<file path="src/rtl/arr_bist_pkg.sv">
package arr_bist_pkg;

  typedef enum logic [1:0] {
    ST_IDLE  = 2'd0,
    ST_WRITE = 2'd1,
    ST_READ  = 2'd2,
    ST_FLUSH = 2'd3
  } bist_state_e;

  // Feedback masks for a right-shifting Galois register of maximal length.
  function automatic logic [31:0] galois_taps(input int width);
    case (width)
      4:       galois_taps = 32'h0000_000C;
      5:       galois_taps = 32'h0000_0014;
      6:       galois_taps = 32'h0000_0030;
      7:       galois_taps = 32'h0000_0060;
      8:       galois_taps = 32'h0000_00B8;
      9:       galois_taps = 32'h0000_0110;
      10:      galois_taps = 32'h0000_0240;
      11:      galois_taps = 32'h0000_0500;
      12:      galois_taps = 32'h0000_0E08;
      13:      galois_taps = 32'h0000_1C80;
      14:      galois_taps = 32'h0000_3802;
      15:      galois_taps = 32'h0000_6000;
      16:      galois_taps = 32'h0000_B400;
      default: galois_taps = 32'h0000_00B8;
    endcase
  endfunction

endpackage

</file>
<file path="src/rtl/arr_bist_lfsr.sv">
// Shared shift-register stage: pattern generator when din is tied to zero,
// signature compactor when din carries read data.
module arr_bist_lfsr #(
  parameter int              W    = 8,
  parameter logic [W-1:0]    TAPS = 8'hB8
) (
  input  logic         clk,
  input  logic         rst_n,
  input  logic         load,
  input  logic [W-1:0] load_val,
  input  logic         step,
  input  logic [W-1:0] din,
  output logic [W-1:0] q,
  output logic [W-1:0] nxt
);

  logic [W-1:0] shifted;

  always_comb begin
    shifted = {1'b0, q[W-1:1]};
    if (q[0]) shifted = shifted ^ TAPS;
    nxt = shifted ^ din;
  end

  always_ff @(posedge clk or negedge rst_n) begin
    if (!rst_n)    q <= '0;
    else if (load) q <= load_val;
    else if (step) q <= nxt;
  end

endmodule

</file>
<file path="src/rtl/arr_bist_mem.sv">
// Single-port array with its port muxed between functional and test paths.
module arr_bist_mem #(
  parameter int ADDR_W = 4,
  parameter int DATA_W = 8
) (
  input  logic              clk,
  input  logic              rst_n,
  input  logic              sel_test,
  input  logic              f_we,
  input  logic [ADDR_W-1:0] f_addr,
  input  logic [DATA_W-1:0] f_wdata,
  input  logic              t_we,
  input  logic [ADDR_W-1:0] t_addr,
  input  logic [DATA_W-1:0] t_wdata,
  output logic              arr_we,
  output logic [DATA_W-1:0] rdata
);

  localparam int DEPTH = 1 << ADDR_W;

  logic [DATA_W-1:0] cells [DEPTH];
  logic [ADDR_W-1:0] arr_addr;
  logic [DATA_W-1:0] arr_wdata;

  always_comb begin
    if (sel_test) begin
      arr_we    = t_we;
      arr_addr  = t_addr;
      arr_wdata = t_wdata;
    end else begin
      arr_we    = f_we;
      arr_addr  = f_addr;
      arr_wdata = f_wdata;
    end
  end

  always_ff @(posedge clk) begin
    if (arr_we) cells[arr_addr] <= arr_wdata;
  end

  always_ff @(posedge clk or negedge rst_n) begin
    if (!rst_n) rdata <= '0;
    else        rdata <= cells[arr_addr];
  end

endmodule

</file>
<file path="src/rtl/arr_bist_ctrl.sv">
// Sequencer: write pass, read pass, flush, then verdict.
module arr_bist_ctrl
  import arr_bist_pkg::*;
#(
  parameter int ADDR_W   = 4,
  parameter int DATA_W   = 8,
  parameter bit AUTO_RUN = 1'b1,
  parameter int DEF_SEED = 1
) (
  input  logic              clk,
  input  logic              rst_n,
  input  logic              start,
  input  logic [DATA_W-1:0] seed,
  input  logic [DATA_W-1:0] expect_sig,
  input  logic [DATA_W-1:0] misr_nxt,
  output logic              busy,
  output logic              done,
  output logic              pass,
  output logic              t_we,
  output logic [ADDR_W-1:0] t_addr,
  output logic              pat_load,
  output logic [DATA_W-1:0] pat_seed,
  output logic              pat_step,
  output logic              misr_load,
  output logic              misr_step
);

  localparam logic [ADDR_W-1:0] LAST_ADDR = '1;
  localparam logic [DATA_W-1:0] SEED_ALT  = DATA_W'(DEF_SEED);

  bist_state_e       state;
  logic [ADDR_W-1:0] addr;
  logic              rd_vld;
  logic              auto_pend;
  logic              go;

  assign go        = (state == ST_IDLE) && (start || auto_pend);
  assign busy      = (state != ST_IDLE);
  assign t_we      = (state == ST_WRITE);
  assign t_addr    = addr;
  assign pat_load  = go;
  assign pat_seed  = (seed == '0) ? SEED_ALT : seed;
  assign pat_step  = (state == ST_WRITE);
  assign misr_load = go;
  assign misr_step = rd_vld;

  always_ff @(posedge clk or negedge rst_n) begin
    if (!rst_n) begin
      state     <= ST_IDLE;
      addr      <= '0;
      rd_vld    <= 1'b0;
      done      <= 1'b0;
      pass      <= 1'b0;
      auto_pend <= AUTO_RUN;
    end else begin
      done   <= 1'b0;
      rd_vld <= (state == ST_READ);
      case (state)
        ST_IDLE: begin
          if (go) begin
            state     <= ST_WRITE;
            addr      <= '0;
            pass      <= 1'b0;
            auto_pend <= 1'b0;
          end
        end
        ST_WRITE: begin
          addr <= addr + 1'b1;
          if (addr == LAST_ADDR) state <= ST_READ;
        end
        ST_READ: begin
          addr <= addr + 1'b1;
          if (addr == LAST_ADDR) state <= ST_FLUSH;
        end
        ST_FLUSH: begin
          state <= ST_IDLE;
          done  <= 1'b1;
          pass  <= (misr_nxt == expect_sig);
        end
        default: state <= ST_IDLE;
      endcase
    end
  end

endmodule

</file>
<file path="src/rtl/arr_bist_top.sv">
module arr_bist_top
  import arr_bist_pkg::*;
#(
  parameter int ADDR_W   = 4,
  parameter int DATA_W   = 8,
  parameter bit AUTO_RUN = 1'b1,
  parameter int DEF_SEED = 1
) (
  input  logic              clk,
  input  logic              rst_n,
  input  logic              tst_en,
  input  logic              func_we,
  input  logic [ADDR_W-1:0] func_addr,
  input  logic [DATA_W-1:0] func_wdata,
  output logic [DATA_W-1:0] func_rdata,
  input  logic              bist_start,
  input  logic [DATA_W-1:0] seed,
  input  logic [DATA_W-1:0] expect_sig,
  output logic              busy,
  output logic              done,
  output logic              pass,
  output logic [DATA_W-1:0] sig_out
);

  localparam logic [DATA_W-1:0] TAPS = DATA_W'(galois_taps(DATA_W));

  logic              t_we;
  logic [ADDR_W-1:0] t_addr;
  logic              pat_load, pat_step, misr_load, misr_step;
  logic [DATA_W-1:0] pat_seed, pat_q, pat_nxt;
  logic [DATA_W-1:0] misr_q, misr_nxt;
  logic              arr_we;
  logic              sel_test;

  assign sel_test = tst_en | busy;
  assign sig_out  = misr_q;

  arr_bist_ctrl #(
    .ADDR_W(ADDR_W), .DATA_W(DATA_W), .AUTO_RUN(AUTO_RUN), .DEF_SEED(DEF_SEED)
  ) u_ctrl (
    .clk(clk), .rst_n(rst_n), .start(bist_start), .seed(seed),
    .expect_sig(expect_sig), .misr_nxt(misr_nxt),
    .busy(busy), .done(done), .pass(pass),
    .t_we(t_we), .t_addr(t_addr),
    .pat_load(pat_load), .pat_seed(pat_seed), .pat_step(pat_step),
    .misr_load(misr_load), .misr_step(misr_step)
  );

  arr_bist_lfsr #(.W(DATA_W), .TAPS(TAPS)) u_pat (
    .clk(clk), .rst_n(rst_n), .load(pat_load), .load_val(pat_seed),
    .step(pat_step), .din('0), .q(pat_q), .nxt(pat_nxt)
  );

  arr_bist_lfsr #(.W(DATA_W), .TAPS(TAPS)) u_misr (
    .clk(clk), .rst_n(rst_n), .load(misr_load), .load_val('0),
    .step(misr_step), .din(func_rdata), .q(misr_q), .nxt(misr_nxt)
  );

  arr_bist_mem #(.ADDR_W(ADDR_W), .DATA_W(DATA_W)) u_mem (
    .clk(clk), .rst_n(rst_n), .sel_test(sel_test),
    .f_we(func_we), .f_addr(func_addr), .f_wdata(func_wdata),
    .t_we(t_we), .t_addr(t_addr), .t_wdata(pat_q),
    .arr_we(arr_we), .rdata(func_rdata)
  );

endmodule

</file>
<file path="config.mk">
export PLATFORM = sky130hd
export DESIGN_NAME = arr_bist_top
export DESIGN_NICKNAME = d
export VERILOG_FILES = /design/src/rtl/arr_bist_pkg.sv /design/src/rtl/arr_bist_lfsr.sv /design/src/rtl/arr_bist_mem.sv /design/src/rtl/arr_bist_ctrl.sv /design/src/rtl/arr_bist_top.sv
export SDC_FILE = /design/constraint.sdc
export NUM_CORES = 1
export LEC_CHECK = 0
export ABC_AREA = 1
export BUFFER_PORTS_ARGS = -buffer_cell sky130_fd_sc_hd__buf_2
export CAP_MARGIN = 20
export CORE_AREA = 2 2 133 135
export CTS_CLUSTER_DIAMETER = 120
export DETAILED_ROUTE_END_ITERATION = 8
export DIE_AREA = 0 0 135 137
export PLACE_DENSITY = 0.69
export SLEW_MARGIN = 40
export SYNTH_ARGS = -nofsm -noshare
export SYNTH_HDL_FRONTEND = slang
export SYNTH_SLANG_ARGS = --single-unit
export TNS_END_PERCENT = 50
</file>
<file path="constraint.sdc">
create_clock -name clk -period 3.5 [get_ports clk]
set_clock_uncertainty 0.2 [all_clocks]
set_input_delay 0.35 -clock clk [delete_from_list [all_inputs] [get_ports clk]]
set_output_delay 0.35 -clock clk [all_outputs]
set_load 0.005 [all_outputs]
</file>
==> results of run 1 <==
-- report_power, final --
part	leakage [uW]	switching [uW]	internal (uW)
registers	0.00159	209	2720
logic	0.00200	2370	1050
clock network	0.000272	710	1120
total	0.00387	3290	4890
-- through the flow --
step / area, sq um / setup slack [ps]
floorplan: 7530 / 1020
global placement: 8040 / 590
detailed placement: 8050 / 453
CTS: 8680 / 440
global route: 8680 / 216
finish: 8680 / 430
-- routing by layer --
metal | global-route usage | share of wire | vias up
li1 | - | - | 2710
met1 | 0.249 | 0.43 | 2605
met2 | 0.329 | 0.48 | 175
met3 | 0.0448 | 0.061 | 31
met4 | 0.0793 | 0.027 | 0
met5 | 0 | 0 | -
-- worst max-delay path, cell delays in order, from the launching register on --
cell and delay (ps):
dfrtp_1 400, inv_1 120, ha_1 460, nand2_8 200, nand2_1 160, o21ai_4 70
inv_2 150, nand3_1 270, nor2_1 650
-- worst paths after layout --
kind / from / end / slack [ps] / cells past startpoint
min: seed[2] / u_pat.q[2] / 50 / 3
max: u_ctrl.state[0] / u_mem.cells[6][5] / 430 / 8
min in group asynchronous: rst_n / u_pat.q[0] / 220 / 2
max reg2reg: u_ctrl.state[0] / u_mem.cells[6][5] / 430 / 8
max in group asynchronous: rst_n / u_ctrl.auto_pend / 2530 / 2
min reg2reg: u_ctrl.auto_pend / u_ctrl.auto_pend / 260 / 2
-- cell families after synthesis --
kind of cell               count (synthesis)  synth area share
muxes                                      2           0.00299
xor gates and xnor gates                  12            0.0140
adders and majority gates                  6           0.00997
AOI/OAI and AO/OA                         40            0.0361
buffers and inverters                     94            0.0562
DFF                                      162             0.624
and+or+nand+nor                          464             0.257
-- cells in the mapped netlist --
library cell	n
ha_1	6
nor3_1	2
o21ai_2	1
xor2_1	5
o21ai_4	2
o22ai_1	10
nor2_1	34
dfrtp_1	33
buf_4	9
buf_6	2
nand3_1	100
clkbuf_1	5
a21oi_1	12
nor2_4	3
buf_2	17
nor4_1	1
o221ai_1	6
nor2_2	1
o21ai_1	1
nand2_1	314
edfxtp_1	128
inv_2	6
nand2_8	1
nand4_1	1
o21ai_0	4
dfstp_2	1
nand3b_1	4
mux2_2	2
or2_2	2
o211ai_1	1
inv_1	55
a21o_1	1
nand2_2	1
o21bai_1	2
xnor2_1	7
-- cell type report --
| type | instances | area (sq um) |
|---|---|---|
| Multi-Input combinational cell | 524 | 2420 |
| Inverter | 61 | 229 |
| Timing Repair Buffer | 78 | 473 |
| Sequential cell | 162 | 4700 |
| Clock inverter | 10 | 135 |
| Clock buffer | 22 | 444 |
| Fill cell | 1550 | 8370 |
| Tap cell | 225 | 282 |
-- sequential cells by signal (all words and copies together) (netlist names) --
register          cells
u_ctrl.auto_pend      1
u_ctrl.done           1
u_ctrl.misr_step      1
u_ctrl.pass           1
u_ctrl.state          2
u_ctrl.t_addr         4
u_mem.cells         128
u_mem.rdata           8
u_misr.q              8
u_pat.q               8
==> results.md, run 1 <==
- The CTS tree is built.
- Max-cap violations in this run came to 0.
- A synthesized cell averages 9.66 sq um.
- The final weighted congestion of routability-driven global placement is 0.855.
- The count of buffers from port buffering is 51.
- The H-tree depth reported by CTS is 4.
- The critical path class is register to register.
- The maximum clock insertion buffer count is 2.
- In the routed layout, each cell is associated on average with a via count of 5.10.
- The number of optimization iterations in the first detailed-route pass is 5.
- The floorplan step set the die width to 135 microns.
- The clock slew at the register clock pins of the worst setup and hold paths is 60 ps.
- Entering global routing, the biggest net connects 57 pins.
- The via count of the first global-routing pass is 5220.
- Ranked by total cell area, the synthesized netlist is headed by edfxtp_1, nand2_1, dfrtp_1, nand3_1, inv_1.
- The count of placed standard cells in the final layout, fillers left out is 1082.
- The final wirelength is 17300 microns.
- The floorplan has 48 rows.
- In the final routed layout, each cell accounts on average for 16.0 microns.
- The top-level port count is 52.
- In this run, CTS created clock tree buffers numbering 17.
- Hold is met by 50.1 ps.
- Of all cell types, the one taking the most synthesized area is edfxtp_1.
- The element type at the critical path end is a register.
- The largest driver fanout on the critical path is 24.
- The cell area that synthesis handed to floorplanning was 0.00753 sq mm.
- The library cell used most frequently in the layout, excluding fill and tap cells, is nand2_1.
- The floorplan step defined a die boundary enclosing 0.0185 sq mm.
- Data arrives at the worst endpoint at 2930 ps.
- The transition time at the pin with the least slew margin is 735 ps.
- The total placed cells including tap cells is 1045.
- The net total in the final layout is 883.
- The routed design could run at a clock period as short as 3070 ps.
- The Yosys step of the flow raised 0 warnings.
- Compared with the post-synthesis result, the final layout area differs by 15.3%.
- Derived from the worst setup path, the maximum achievable clock frequency is 0.326 GHz.
- The overall fraction of global-route tracks in use is 0.197.
- The share of synthesized area in the top cell type comes to 0.510.
- The buffer cell driving the clock tree root is clkbuf_16.
- The wire length of the first global-routing pass is 27100 microns.
- The diode insertion count for antenna repair is 0.
- The initial antenna violation count came to 0.
- The number of pins with negative max-slew slack in the final report is 0.
- The hold buffer count at cts is 5.
- After detailed routing, the number of remaining DRC violations is 0.
- The accumulated negative setup slack is 0 ps.
- The via count of the routed design is 5521.
- Once the clock tree was built, the setup fixing pass inserted 0 buffers.
- The starting utilization of the core area is 0.442.
- When the netlist entered floorplanning its net count stood at 819.
- The worst supply voltage drop on vdd is 0.000598 V.
- The half-perimeter wire length after detailed placement is 11000 microns.
- For this run, the share of the core covered by cells in the final layout is 0.509.
- The share of cells above drive strength 1 is 0.142.
- The overall die height is 137 microns.
- The share of the clock period used by the worst path is 0.877.
- The worst setup path is launched from a register.
- The share of the yosys chip area belonging to registers is 0.624.
- The synthesized instance count is 780.
- The first-iteration detailed-routing DRC count is 464.
- The remaining max-slew budget at the tightest pin is 0.508.
- The final count of negative-setup-slack endpoints is 0.
- In this run the static leakage power is 0.00387 uW.
- The clock latency on the worst-skew pair is 430 ps.
- The required arrival time at the worst endpoint is 3360 ps.
- Counting flops and latches in the post-synthesis netlist gives 162.
- For this design the ratio of total power to cell area is 942 mW/mm^2.
- In the layout the commonest cells are nand2_1, edfxtp_1, nand3_1, inv_1, buf_2.
- Post-CTS repair changed the size of 0 cells.
- The post-route total power is 8180 uW.
- The classification of the worst-slack hold path is input port to register.
- The netlist uses 35 different library cells.
- The floorplan step defined a core boundary enclosing 0.0171 sq mm.
- Once detail routing completed, the nets flagged for antenna violations numbered 0.
- The total number of clock tree sinks is 162.
- The count of final hold-check violations is 0.
- Setup repair after global routing left no endpoint under its margin.
- The run finished with clean final reports.
- The sum of overflow across all layers after global routing is 0.
Power figures use the tool's default switching activity.
==> inputs of run 2 (changes only) <==
--- a/config.mk
+++ b/config.mk
@@ -6,13 +6,13 @@
 export NUM_CORES = 1
 export LEC_CHECK = 0
 export ABC_AREA = 1
-export BUFFER_PORTS_ARGS = -buffer_cell sky130_fd_sc_hd__buf_2
 export CAP_MARGIN = 20
 export CORE_AREA = 2 2 133 135
 export CTS_CLUSTER_DIAMETER = 120
 export DETAILED_ROUTE_END_ITERATION = 8
 export DIE_AREA = 0 0 135 137
-export PLACE_DENSITY = 0.69
+export DONT_BUFFER_PORTS = 1
+export PLACE_DENSITY = 0.67
 export SLEW_MARGIN = 40
 export SYNTH_ARGS = -nofsm -noshare
 export SYNTH_HDL_FRONTEND = slang
==> run 2 against run 1 <==
Effect of this change:
- worst hold slack gained 6.5 ps
- non-clock buffer count shrank 44
- critical path type unchanged
- worst setup slack lost 19 ps
- clock-buffer cell count shrank 5
- via count shrank 1.9%
- flip-flop and latch count is the same
==> results.md, run 2 (synthesis gave the netlist of run 1 again) <==
- The element type at the critical path end is a register.
- The minimum clock period after layout was 3090 ps (+18.8 ps).
- The achievable clock frequency was 0.324 GHz (-0.61%).
- The H-tree depth reported by CTS is 4 (unchanged).
- The net switching power figure came to 3370 uW (+2.3%).
- The starting utilization of the core area is 0.442 (unchanged).
- The sum of overflow across all layers after global routing is 0 (unchanged).
- The final wirelength is 17600 microns (+1.8%).
- The total placed cells including tap cells is 993 (-5.0%).
- The instance area after placement is 0.00778 sq mm (-3.3%).
- The share of the clock period used by the worst path was 0.883 (+0.00538).
- The final weighted congestion of routability-driven global placement came to 0.856 (about the same).
- The largest net degree at the start of global routing is 57 (unchanged).
- The share of cells above drive strength 1 was 0.0935 (-0.0489).
- The floorplan die area came to 0.0185 sq mm (unchanged).
- The net total in the final layout is 839 (-5.0%).
- The classification of the worst-slack hold path is input port to register.
- The count of final hold-check violations is 0 (unchanged).
- The routed via count divided by cell count is 5.22 (+2.3%).
- Setup repair after global routing left no endpoint under its margin.
- The total leakage power is 0.00368 uW (-4.8%).
- The number of flip-flops under the largest register name came to 128 (unchanged).
- The worst setup path is launched from a register.
- The internal power component came to 4700 uW (-3.9%).
- The max-cap violation count came to 0 (unchanged).
- The fraction of power consumed by the clock network is 0.218 (-0.005).
- The accumulated negative setup slack came to 0 ps (unchanged).
- The count of placed standard cells in the final layout, fillers left out came to 1038 (-4.1%).
- The buffer cell driving the clock tree root is clkbuf_16.
- The transition time at the pin with the least slew margin is 735 ps (+0.283 ps).
- The final count of negative-setup-slack endpoints is 0 (unchanged).
- The clock latency on the worst-skew pair is 440 ps (about the same).
- The buffers inserted during post-CTS setup optimization was 0 (unchanged).
- Relative to the synthesized area, the layout overhead comes to 12.6%.
- The largest register by flop count is u_mem.cells.
- The most frequent standard cell in the layout excluding fill and tap cells is nand2_1.
- The post-layout instance area is 0.00848 sq mm (-2.3%).
- The final routed DRC violation total came to 0 (unchanged).
- The detailed-route wire length per cell is 17.0 microns (+6.1%).
- The total of cells resized after clock tree synthesis is 0 (unchanged).
- The wire length of the first global-routing pass was 28200 microns (+4.0%).
- The power density over the cells is 951 mW/mm^2 (+0.95%).
- The filler cell count in the final layout is 1576 (+1.7%).
- The count of buffers from port buffering was 0 (-100%).
- The run finished with clean final reports.
- The share of power burned in registers is 0.365 (+0.007).
- The required arrival time at the worst endpoint is 3360 ps (about the same).
- The site row count is 48 (unchanged).
- The combinational cell fraction of total power came to 0.416 (-0.002).
- The post-route total power is 8070 uW (-1.4%).
- The half-perimeter wire length after detailed placement is 11100 microns (+1.4%).
- The number of clock buffers inserted by TritonCTS came to 17 (unchanged).
- The setup path with the least slack is of type register to register.
- The remaining max-slew budget at the tightest pin is 0.508 (about the same).
- The proportion of total power due to net switching was 0.418 (+0.0151).
- The overall fraction of global-route tracks in use came to 0.204 (+0.00745).
- The number of nets with antenna violations after detailed routing came to 0 (unchanged).
- The first-iteration detailed-routing DRC count is 547 (+18%).
- The die width came to 135 microns (unchanged).
- The initial antenna violation count is 0 (unchanged).
- The core region area is 0.0171 sq mm (unchanged).
- Leaving out fill and tap cells, the most frequent cells in the layout are nand2_1, edfxtp_1, nand3_1, inv_1, nor2_1.
- The overall die height is 137 microns (unchanged).
- The clock slew at the register clock pins of the worst setup and hold paths came to 60 ps (about the same).
- The total number of clock tree sinks is 162 (unchanged).
- The via count of the first global-routing pass came to 5286 (+1.3%).
- The hold buffer count at cts is 13 (+8).
- The diode insertion count for antenna repair was 0 (unchanged).
- The maximum clock insertion buffer count is 2 (unchanged).
- The largest driver fanout on the critical path is 24 (unchanged).
- TritonCTS built the clock tree.
- The arrival time reported for the critical path endpoint is 2950 ps (+20 ps).
- The number of optimization iterations in the first detailed-route pass was 7 (+2).
- The via count of the routed design came to 5418 (-1.9%).
- The number of pins with negative max-slew slack in the final report is 0 (unchanged).
- The top-level port count is 52 (unchanged).
- The worst supply voltage drop on vdd was 0.000527 V (-12%).
==> run 2: through the flow <==
stage / utilization / hold WS [ps] / setup slack, ps
final: 0.497 / 56.6 / 411
after CTS: 0.497 / 52.3 / 445
after floorplan: - / -146 / 1020
after global placement: 0.456 / -145 / 559
after detailed placement: 0.456 / -144 / 470
after global routing: 0.497 / 85.0 / 178
==> run 2: layer usage <==
metal	vias up	track usage	routed length, microns
met5	-	0	0
met4	0	0.0648	328
met3	29	0.0470	1150
met2	201	0.343	8630
met1	2571	0.263	7520
li1	2617	-	-
==> run 2: area by class of cell <==
cell class / count / area (sq um) / share of cell area
clock buffers: 17 / 425 / 0.0501
clock inverters: 15 / 133 / 0.0156
inverters: 61 / 229 / 0.0270
multi-input cells: 524 / 2420 / 0.285
flip-flops and latches: 162 / 4700 / 0.554
well taps: 225 / 282 / 0.0332
repair buffers: 34 / 298 / 0.0351
==> run 2: worst paths after layout <==
| check | cells after the start | slack, ps | end | from |
|---|---|---|---|---|
| worst min register to register | 2 | 260 | u_ctrl.auto_pend | u_ctrl.auto_pend |
| worst max register to register | 7 | 410 | u_mem.cells[8][2] | u_ctrl.state[0] |
| min in group asynchronous | 2 | 170 | u_ctrl.t_addr[2] | rst_n |
| worst max-delay path | 7 | 410 | u_mem.cells[8][2] | u_ctrl.state[0] |
| max in group asynchronous | 2 | 2690 | u_ctrl.auto_pend | rst_n |
| worst min-delay path | 4 | 60 | u_ctrl.t_addr[1] | bist_start |
==> run 2: worst max-delay path, stage by stage, from the launching register on <==
cell,delay (ps)
dfrtp_1,410
inv_1,140
ha_1,460
nand2_8,190
o21ai_4,190
buf_4,270
nand3_1,220
nor2_1,640
==> run 2: power by group through the flow <==
stage	sequential (uW)	combinational (uW)	clock, uW
floorplan	2920	2390	0
global placement	2970	3260	0
detailed placement	2980	3310	0
CTS	2940	3350	1780
global route	2980	3800	1870
finish	2950	3360	1760
==> inputs of run 3 (changes only) <==
--- a/config.mk
+++ b/config.mk
@@ -7,14 +7,15 @@
 export LEC_CHECK = 0
 export ABC_AREA = 1
 export CAP_MARGIN = 20
-export CORE_AREA = 2 2 133 135
+export CORE_AREA = 2 2 134 136
 export CTS_CLUSTER_DIAMETER = 120
 export DETAILED_ROUTE_END_ITERATION = 8
-export DIE_AREA = 0 0 135 137
+export DIE_AREA = 0 0 136 138
 export DONT_BUFFER_PORTS = 1
 export PLACE_DENSITY = 0.67
 export SLEW_MARGIN = 40
 export SYNTH_ARGS = -nofsm -noshare
 export SYNTH_HDL_FRONTEND = slang
+export SYNTH_HIERARCHICAL = 1
 export SYNTH_SLANG_ARGS = --single-unit
 export TNS_END_PERCENT = 50
==> run 3 against run 2 <==
Effect of this change:
- synthesized area rose by 2.0%
- combinational power fell by 1%
- routed wire length rose by 0.70%
- via count rose by 4.1%
- design area rose by 3.8%
- sequential power barely moved
- non-clock buffer count rose by 7
- worst setup slack improved by 45 ps
- first-iteration DRC count fell by 15%
- flip-flop and latch count did not move
- worst hold slack got worse by 16 ps
- die area rose by 1.5%
==> results.md, run 3 <==
- The buffers inserted during post-CTS setup optimization is 0 (unchanged).
- The share of power burned in registers was 0.359 (-0.006).
- The total of cells resized after clock tree synthesis is 0 (unchanged).
- The number of clock buffers inserted by TritonCTS came to 17 (unchanged).
- The site row count is 49 (+2.1%).
- The core region area was 0.0175 sq mm (+2.8%).
- The minimum clock period after layout came to 3040 ps (-45.3 ps).
- The half-perimeter wire length after detailed placement came to 11700 microns (+5.2%).
- The starting utilization of the core area came to 0.438 (-0.00333).
- The final core area utilization was 0.502 (+0.00471).
- The initial antenna violation count is 0 (unchanged).
- The count of placed standard cells in the final layout, fillers left out is 1124 (+8.3%).
- The post-layout instance area is 0.00880 sq mm (+3.8%).
- The element type at the critical path end is a register.
- The fraction of power consumed by the clock network is 0.234 (+0.016).
- The flow ran to the end, and the final reports show no timing, DRC or antenna violations.
- The diode insertion count for antenna repair is 0 (unchanged).
- The mean area per synthesized cell is 9.14 sq um (-5.4%).
- Relative to the synthesized area, the layout overhead comes to 14.6%.
- The library cells used most frequently in the layout, excluding fill and tap cells, are nand2_1, edfxtp_1, nand3_1, inv_1, dfrtp_1.
- The path depth of the worst reg2reg path was 17 (+10).
- The number of optimization iterations in the first detailed-route pass is 5 (-2).
- The achievable clock frequency is 0.329 GHz (+1.5%).
- The total placed cells including tap cells is 1079 (+8.7%).
- The clock slew at the register clock pins of the worst setup and hold paths is 60 ps (about the same).
- The instance area after placement was 0.00806 sq mm (+3.5%).
- The max-cap violation count is 0 (unchanged).
- The via count of the routed design is 5639 (+4.1%).
- The source of the worst register-to-register timing path is u_ctrl/state[1].
- The CTS tree is built.
- The net switching power figure came to 3360 uW (-0.28%).
- The slack of the worst reg-to-reg path came to 460 ps (+50 ps).
- The share of cells above drive strength 1 is 0.0994 (+0.00596).
- STA classifies the critical path startpoint as a register.
- The routed via count divided by cell count is 5.02 (-3.9%).
- The final routed DRC violation total is 0 (unchanged).
- The most frequent standard cell in the layout excluding fill and tap cells is nand2_1.
- The endpoint of the worst hold-timing path is u_ctrl/t_addr[1].
- The required arrival time at the worst endpoint was 3660 ps (+300 ps).
- The number of stages on the worst hold path is 4 (unchanged).
- The sum of overflow across all layers after global routing is 0 (unchanged).
- The hold buffer count at cts is 13 (unchanged).
- The H-tree depth reported by CTS is 4 (unchanged).
- The top-level port count is 52 (unchanged).
- The accumulated negative setup slack is 0 ps (unchanged).
- The proportion of total power due to net switching was 0.411 (-0.00621).
- The critical path is of the register to register type.
- The overall die height is 138 microns (+0.73%).
- The internal power component is 4810 uW (+2.3%).
- The netlist area before placement is 0.00768 sq mm (+2.0%).
- In this run the most critical hold path is launched from bist_start.
- The arrival time reported for the critical path endpoint is 3210 ps (+260 ps).
- The number of flip-flops under the largest register name came to 128 (unchanged).
- The buffer cell driving the clock tree root is clkbuf_16.
- The power density over the cells is 927 mW/mm^2 (-2.5%).
- The net total in the final layout came to 921 (+9.8%).
- The share of the clock period used by the worst path was 0.870 (-0.0129).
- The final wirelength came to 17800 microns (+0.70%).
- The first-iteration detailed-routing DRC count is 464 (-15%).
- The clock latency on the worst-skew pair came to 440 ps (about the same).
- The maximum clock insertion buffer count is 2 (unchanged).
- The count of buffers from port buffering is 0 (unchanged).
- The total number of clock tree sinks was 162 (unchanged).
- The die width is 136 microns (+0.74%).
- The largest driver fanout on the critical path is 48 (+100%).
- The path class of the tightest hold or removal check is input port to register.
- The number of nets with antenna violations after detailed routing was 0 (unchanged).
- The via count of the first global-routing pass is 5387 (+1.9%).
- The worst flop-to-flop path endpoint is u_mem/rdata[5].
- The number of pins with negative max-slew slack in the final report is 0 (unchanged).
- Setup repair after global routing left no endpoint under its margin.
- The transition time at the pin with the least slew margin is 789 ps (+54.2 ps).
- The wire length of the first global-routing pass is 28000 microns (-0.64%).
- The combinational cell fraction of total power is 0.407 (-0.009).
- The warning count from the yosys run was 6 (+6).
- The worst supply voltage drop on vdd is 0.000466 V (-12%).
- The detailed-route wire length per cell is 15.8 microns (-7.0%).
- The final weighted congestion of routability-driven global placement is 0.922 (+7.7%).
- The synthesized instance count is 841 (+7.8%).
- The overall fraction of global-route tracks in use is 0.198 (-0.00581).
- The floorplan die area is 0.0188 sq mm (+1.5%).
- The remaining max-slew budget at the tightest pin is 0.471 (-0.0376).
- The count of final hold-check violations is 0 (unchanged).
- The total leakage power is 0.00396 uW (+7.5%).
- The register with the most flip-flops in the final layout is u_mem/cells.
- The final count of negative-setup-slack endpoints is 0 (unchanged).
- The largest net degree at the start of global routing was 57 (unchanged).
==> run 3: area by class of cell <==
type / instances / area, sq um
inverter: 78 / 293
timing repair buffer: 41 / 350
clock buffer: 18 / 429
clock inverter: 14 / 176
multi-input combinational: 582 / 2570
fill: 1624 / 8730
tap: 229 / 287
sequential: 162 / 4700
==> run 3: power groups by stage <==
stage                     Clock (uW)  Combinational, uW  Sequential [uW]
after CTS                       1950               3320             2930
after global routing            2020               3780             2970
after global placement             0               3230             2960
final                           1910               3320             2930
after detailed placement           0               3290             2970
after floorplan                    0               2380             2880
==> run 3: layer usage <==
metal | vias up | track usage | routed length [microns]
li1 | 2785 | - | -
met1 | 2619 | 0.257 | 7840
met2 | 200 | 0.308 | 8140
met3 | 35 | 0.0546 | 1280
met4 | 0 | 0.0943 | 494
met5 | - | 0 | 0
==> run 3: worst max path at each step <==
stage	startpoint	to	slack [ps]	depth (start not counted)
3_5_place_dp	u_ctrl/state[0]	u_mem/cells[9][5]	490	11
6_report	u_ctrl/state[1]	u_mem/rdata[5]	460	17
4_1_cts	u_ctrl/state[1]	u_mem/cells[9][5]	470	11
2_1_floorplan	u_ctrl/state[0]	u_mem/cells[15][0]	710	13
5_1_grt	u_ctrl/state[1]	u_mem/rdata[7]	130	17
3_3_place_gp	u_ctrl/state[0]	u_mem/cells[5][5]	540	13
==> run 3: through the flow <==
| stage | hold slack (ps) | setup WS [ps] | power [uW] |
|---|---|---|---|
| 2_1_floorplan | -146 | 714 | 5260 |
| 3_3_place_gp | -145 | 538 | 6190 |
| 3_5_place_dp | -145 | 485 | 6250 |
| 4_1_cts | 28.0 | 470 | 8210 |
| 5_1_grt | 62.9 | 129 | 8770 |
| 6_report | 40.3 | 456 | 8160 |
==> run 3: critical path, cell delays in order (launching register included) <==
cell     delay [ps]
dfrtp_1         420
inv_1           110
ha_1            280
inv_2            90
inv_1           100
nand2_1         140
inv_2           210
nand2_2          80
nand2_2         210
buf_4           490
nand2_1         110
nand2_1          90
nand2_1          60
nand2_1          60
nand2_1          40
nand2_1         100
inv_1            60
nand2_1          90
